<file path="src/rtl/coh_bus_pkg.sv">
package coh_bus_pkg;
   typedef enum logic {
      QRY_GETS = 1'b0,
      QRY_GETM = 1'b1
   } qry_kind_e;

   function automatic int id_bits(input int nodes);
      return (nodes <= 2) ? 1 : $clog2(nodes);
   endfunction
endpackage

</file>
<file path="src/rtl/arrival_fifo.sv">
module arrival_fifo #(
   parameter int N  = 4,
   parameter int IW = 2
) (
   input  logic          clk,
   input  logic          rst_n,
   input  logic [N-1:0]  push_vec,
   input  logic          pop,
   output logic [IW-1:0] head_id,
   output logic          nonempty
);
   localparam int CW = $clog2(N + 1);

   logic [IW-1:0] slot_q [N];
   logic [IW-1:0] slot_d [N];
   logic [CW-1:0] cnt_q, cnt_d;

   always_comb begin
      for (int i = 0; i < N; i++) slot_d[i] = slot_q[i];
      cnt_d = cnt_q;
      if (pop && cnt_q != '0) begin
         for (int i = 0; i < N - 1; i++) slot_d[i] = slot_q[i + 1];
         cnt_d = cnt_q - 1'b1;
      end
      for (int n = 0; n < N; n++) begin
         if (push_vec[n] && int'(cnt_d) < N) begin
            slot_d[cnt_d[IW-1:0]] = IW'(n);
            cnt_d = cnt_d + 1'b1;
         end
      end
   end

   always_ff @(posedge clk or negedge rst_n) begin
      if (!rst_n) begin
         cnt_q <= '0;
         for (int i = 0; i < N; i++) slot_q[i] <= '0;
      end else begin
         cnt_q <= cnt_d;
         for (int i = 0; i < N; i++) slot_q[i] <= slot_d[i];
      end
   end

   assign head_id  = slot_q[0];
   assign nonempty = (cnt_q != '0);

   // one entry per node at most, so the queue never exceeds N
   a_r4_no_overflow: assert property (@(posedge clk) disable iff (!rst_n)
      (int'(cnt_q) + $countones(push_vec) - ((pop && nonempty) ? 1 : 0)) <= N);
endmodule

</file>
<file path="src/rtl/mem_responder.sv">
module mem_responder #(
   parameter int LAT = 100
) (
   input  logic clk,
   input  logic rst_n,
   input  logic start,
   input  logic active,
   output logic fire
);
   localparam int TW = $clog2(LAT + 1);

   logic [TW-1:0] cnt_q;

   always_ff @(posedge clk or negedge rst_n) begin
      if (!rst_n)                             cnt_q <= '0;
      else if (start)                         cnt_q <= '0;
      else if (active && cnt_q != TW'(LAT))   cnt_q <= cnt_q + 1'b1;
   end

   assign fire = active && (cnt_q == TW'(LAT));

   // memory answers at most once per query window
   a_r6_single_fire: assert property (@(posedge clk) disable iff (!rst_n)
      fire && !start |=> !fire);
endmodule

</file>
<file path="src/rtl/coh_bus_fabric.sv">
module coh_bus_fabric #(
   parameter int N   = 4,
   parameter int AW  = 16,
   parameter int LAT = 100,
   parameter int IW  = coh_bus_pkg::id_bits(N)
) (
   input  logic            clk,
   input  logic            rst_n,
   input  logic [N-1:0]    req_pulse,
   input  logic [N-1:0]    req_getm,
   input  logic [N*AW-1:0] req_addr,
   input  logic            cache_dv,
   input  logic [IW-1:0]   cache_src,
   output logic            bus_busy,
   output logic            q_valid,
   output logic            q_getm,
   output logic [AW-1:0]   q_addr,
   output logic [IW-1:0]   q_src,
   output logic            d_valid,
   output logic            d_from_mem,
   output logic [IW-1:0]   d_src,
   output logic            c2c
);
   import coh_bus_pkg::*;

   if (N < 2 || N > 64) begin : g_bad_n
      $error("coh_bus_fabric: N out of range");
   end
   if (LAT < 1) begin : g_bad_lat
      $error("coh_bus_fabric: LAT must be at least 1");
   end
   if (AW < 1) begin : g_bad_aw
      $error("coh_bus_fabric: AW must be positive");
   end

   // per-node capture of query fields at request time
   qry_kind_e     kind_q [N];
   logic [AW-1:0] addr_q [N];

   for (genvar n = 0; n < N; n++) begin : g_node
      always_ff @(posedge clk or negedge rst_n) begin
         if (!rst_n) begin
            kind_q[n] <= QRY_GETS;
            addr_q[n] <= '0;
         end else if (req_pulse[n]) begin
            kind_q[n] <= qry_kind_e'(req_getm[n]);
            addr_q[n] <= req_addr[n*AW +: AW];
         end
      end
   end

   logic [IW-1:0] head_id;
   logic          waiting;
   logic          grant;
   logic          busy_q;
   logic          mem_fire;

   assign grant = (!busy_q || d_valid) && waiting;

   arrival_fifo #(.N(N), .IW(IW)) u_fifo (
      .clk      (clk),
      .rst_n    (rst_n),
      .push_vec (req_pulse),
      .pop      (grant),
      .head_id  (head_id),
      .nonempty (waiting)
   );

   mem_responder #(.LAT(LAT)) u_mem (
      .clk    (clk),
      .rst_n  (rst_n),
      .start  (grant),
      .active (busy_q),
      .fire   (mem_fire)
   );

   always_ff @(posedge clk or negedge rst_n) begin
      if (!rst_n) begin
         busy_q  <= 1'b0;
         q_valid <= 1'b0;
         q_getm  <= 1'b0;
         q_addr  <= '0;
         q_src   <= '0;
      end else begin
         q_valid <= grant;
         if (grant) begin
            busy_q <= 1'b1;
            q_src  <= head_id;
            q_getm <= (kind_q[head_id] == QRY_GETM);
            q_addr <= addr_q[head_id];
         end else if (d_valid) begin
            busy_q <= 1'b0;
         end
      end
   end

   assign bus_busy   = busy_q;
   assign d_valid    = busy_q && (cache_dv || mem_fire);
   assign d_from_mem = d_valid && !cache_dv;
   assign d_src      = (busy_q && cache_dv) ? cache_src : '0;
   assign c2c        = busy_q && cache_dv;

   // a locked bus without a response admits no new query
   a_r3_hold_lock: assert property (@(posedge clk) disable iff (!rst_n)
      busy_q && !d_valid |=> !q_valid);
   // a broadcast query always comes with a locked bus
   a_r2_query_locks: assert property (@(posedge clk) disable iff (!rst_n)
      q_valid |-> bus_busy);
   // no response while idle
   a_r9_idle_quiet: assert property (@(posedge clk) disable iff (!rst_n)
      !busy_q |-> !d_valid);
   // a cache response overrides memory
   a_r11_cache_wins: assert property (@(posedge clk) disable iff (!rst_n)
      busy_q && cache_dv |-> d_valid && c2c && !d_from_mem);
   // a waiting request is broadcast right after the response
   a_r10_back_to_back: assert property (@(posedge clk) disable iff (!rst_n)
      d_valid && waiting |=> q_valid);
endmodule

</file>
<file path="config.mk">
export PLATFORM = sky130hd
export DESIGN_NAME = coh_bus_fabric
export DESIGN_NICKNAME = d
export VERILOG_FILES = /design/src/rtl/coh_bus_pkg.sv /design/src/rtl/arrival_fifo.sv /design/src/rtl/mem_responder.sv /design/src/rtl/coh_bus_fabric.sv
export SDC_FILE = /design/constraint.sdc
export NUM_CORES = 1
export LEC_CHECK = 0
export CORE_MARGIN = 2
export CORE_UTILIZATION = 50
export CTS_BUF_LIST = sky130_fd_sc_hd__clkbuf_8 sky130_fd_sc_hd__clkbuf_16
export DETAILED_ROUTE_END_ITERATION = 12
export PLACE_DENSITY = 0.85
export SLEW_MARGIN = 25
export SYNTH_ARGS = -nofsm -noshare
export SYNTH_HDL_FRONTEND = slang
export SYNTH_SLANG_ARGS = --single-unit
</file>
<file path="constraint.sdc">
create_clock -name clk -period 4.5 [get_ports clk]
set_clock_uncertainty 0.1 [all_clocks]
set_input_delay 0.9 -clock clk [delete_from_list [all_inputs] [get_ports clk]]
set_output_delay 0.9 -clock clk [all_outputs]
set_load 0.005 [all_outputs]
</file>
==> flow_summary.ini <==
[synthesis]
synth_area_leaders = dfrtp_1, mux2_2, mux4_2, ha_1, mux2i_1
avgSynthCellArea_um2 = 14.11
seq_area_frac_synth = 0.5199
syn-cell-area_mm2 = 0.005150
async_reset_ff_frac = 1.000
synthesis.instances = 365
ys_ff_latch = 107
synth_edf_count = 0
synth_fp_nets = 458
ys.flop_type = dfrtp_1
synth_warnings = 0
synth_area_leader_cell = dfrtp_1
synth_cell_types = 43
synth_top_area_share = 0.5199

[finish]
instances_no_fill = 617
drive_gt1_frac = 0.3077
layout.nets = 569
area_delta_synth_final_pct = 28.09
diodes = 0

[pwr]
p_sw_frac = 0.3270
internal_power_uw = 2367
p_per_area_mw_per_mm2 = 533.1
combPwrFrac = 0.439
peakVddDrop_v = 0.0002494
total_leakage_power_uw = 0.002781
p_seq_frac = 0.387
p_clk_frac = 0.173
switchingPower_uw = 1150

[cts]
cts_buffers = 9
cts_hold_buf = 0
cts_resized = 0
cts_tree = done
post_cts_buffers = 0
clk_pin_slew_ns = 0.09
clkSinkCount = 107
cts_buffer_depth = 2
clk_latency_ns = 0.35
cts-root-buf = clkbuf_8
cts-htree-levels = 3

[global_route]
grt_usage = 0.2096
grt.overflow.total = 0
grt_pass1_vias = 3546
antenna_found_initial = 0
grt_max_degree = 82
grt_pass1_wl_mm = 18.21

[die]
fp.dieH_um = 105.5
start_util = 0.5080
placementRows = 37
core_mm2 = 0.01014
num_io_pins = 103
die_w_um = 105.5
die_area_mm2 = 0.01113

[placement]
dp_hpwl_mm = 7.584
placed_cells = 601
gp_congestion = 0.8842
io_buffers = 102

[detailed_routing]
drc_errors = 0
final_antenna_net_count = 0
vias = 3325
drtPass1Iterations = 4
drt_iter0_drc = 108
wl_mm = 10.82
wl_per_cell_um = 17.53
via_per_inst = 5.389

[worst_setup_path]
crit_required_ns = 4.62
timing_worst_setup_path_type = input port to flip-flop
cp-start-kind = input port
critPathMaxFanout = 6
end_kind = flip-flop
arrival_ns = 4.25

[timing]
fmax_mhz = 242.2
final.setup.tns_ns = 0
rsz0062_at_grt = no
timing.final.crit_period_ns = 4.130
setup_viol = 0
fin_crit_sh = 0.9177
hold_violations = 0
slew_headroom = 0.3457
worst_pin_slew_ns = 0.9815
drv_slew = 0

[outcome]
status = complete, no violations

[hold_path]
hp-class = flip-flop to flip-flop

[job]
drv_cap = 0
cells in the mapped netlist (2+ instances only):
cell type and instances:
nand4_1 4, mux2i_1 9, nor2_1 14, xnor2_1 4
ha_1 16, and2_1 7, o22ai_1 4, nand2b_1 3
o21ai_1 6, clkbuf_1 8, nand3_1 2, and3_1 5
a221oi_1 3, mux2_2 88, dfrtp_1 107, nand2_1 12
mux4_2 17, inv_1 9, nand3b_1 2, a21oi_1 8
xor2_1 6, buf_1 6, mux2i_2 2, buf_2 4
sequential cells by signal, summed over array words and instances (netlist names):
register and count:
u_mem.cnt_q 7, q_addr 16, u_fifo.slot_q 6, q_getm 1
u_fifo.head_id 2, u_fifo.cnt_q 3, addr_q 64, bus_busy 1
q_src 2, kind_q 4, q_valid 1
power groups by stage:
stage / sequential [µW] / clock (µW) / combinational, µW
5_1_grt: 1390 / 674 / 1710
3_3_place_gp: 1370 / 0 / 1510
3_5_place_dp: 1380 / 0 / 1550
6_report: 1360 / 610 / 1550
2_1_floorplan: 1300 / 0 / 1050
4_1_cts: 1360 / 627 / 1560
cells in the final DEF (no fill, tap or decap), types with 2 or more instances in the layout:
cell and count:
a21oi_1 8, a221oi_1 3, and2_1 7, and3_1 5, buf_4 17, bufinv_16 2
clkbuf_8 9, clkdlybuf4s50_1 101, clkinvlp_4 2, dfrtp_1 107, ha_1 16, inv_1 12
mux2_2 88, mux2i_1 9, mux2i_2 2, mux4_2 17, nand2_1 12, nand2b_1 3
nand3_1 2, nand3b_1 2, nand4_1 4, nor2_1 14, o21ai_1 6, o22ai_1 4
xnor2_1 4, xor2_1 6
worst paths after layout:
check | from | end | slack (ns) | depth (start not counted)
max | cache_dv | u_fifo.slot_q[4]$_DFF_PN0_ | 0.37 | 18
min in group asynchronous | rst_n | kind_q[3]$_DFFE_PN0P_ | 0.47 | 1
min reg2reg | addr_q[25]$_DFFE_PN0P_ | addr_q[25]$_DFFE_PN0P_ | 0.41 | 1
max reg2reg | u_fifo.cnt_q[0]$_DFF_PN0_ | u_fifo.slot_q[4]$_DFF_PN0_ | 0.68 | 16
min | addr_q[25]$_DFFE_PN0P_ | addr_q[25]$_DFFE_PN0P_ | 0.41 | 1
max in group asynchronous | rst_n | u_fifo.head_id[0]$_DFF_PN0_ | 3.00 | 2
worst max-delay path, stage by stage:
cell and delay, ns:
clkdlybuf4s50_1 0.41, nand2b_1 0.18, a21o_4 0.22, nor2b_4 0.14
buf_4 0.15, xnor2_4 0.13, inv_1 0.08, ha_1 0.26
mux2_2 0.28, ha_1 0.28, nand2_1 0.10, o21a_1 0.16
ha_1 0.16, nand2_1 0.05, nand4_1 0.16, nor2_1 0.09
mux2i_2 0.35, o22ai_1 0.15
cells by family (layout without fill, tap and decap cells):
| family | count (synthesis) | count (layout) | share of synthesized area |
|---|---|---|---|
| xor gates and xnor gates | 12 | 12 | 0.02770 |
| adders and majority gates | 16 | 16 | 0.03887 |
| buffers and inverters | 29 | 145 | 0.02357 |
| DFF | 107 | 107 | 0.5199 |
| muxes | 117 | 117 | 0.2925 |
| and+or+nand+nor | 53 | 53 | 0.05564 |
| AOI/OAI and AO/OA | 31 | 31 | 0.04179 |
layer usage:
metal  track usage  share of wire  vias to the layer above  wire length (µm)
met5             0              0                        -                 0
met4       0.05451          0.018                        0               194
met3       0.03834          0.045                       15               486
met2        0.3604           0.51                       87              5506
met1        0.2756           0.43                     1692              4627
li1              -              -                     1531                 -
final cells by class:
cell class	instances	area (µm²)
clock buffer	9	123.9
clock inverter	7	86.33
fill	737	3542
inverter	10	37.54
multi-input combinational	229	2351
sequential	107	2678
tap	136	170.2
timing repair buffer	119	1150
through the flow:
stage | hold slack (ns) | instance area [µm²] | utilization | total power (µW) | worst slack, ns
floorplan | 0.3752 | 5150 | - | 2349 | 0.5042
global placement | 0.3842 | 6382 | 0.6295 | 2882 | 0.1132
detailed placement | 0.3909 | 6382 | 0.6295 | 2929 | 0.003336
CTS | 0.4121 | 6593 | 0.6503 | 3548 | 0.3709
global route | 0.4249 | 6596 | 0.6506 | 3772 | 0.1566
finish | 0.4091 | 6596 | 0.6506 | 3516 | 0.3704
(Power assumes the default switching activity.)
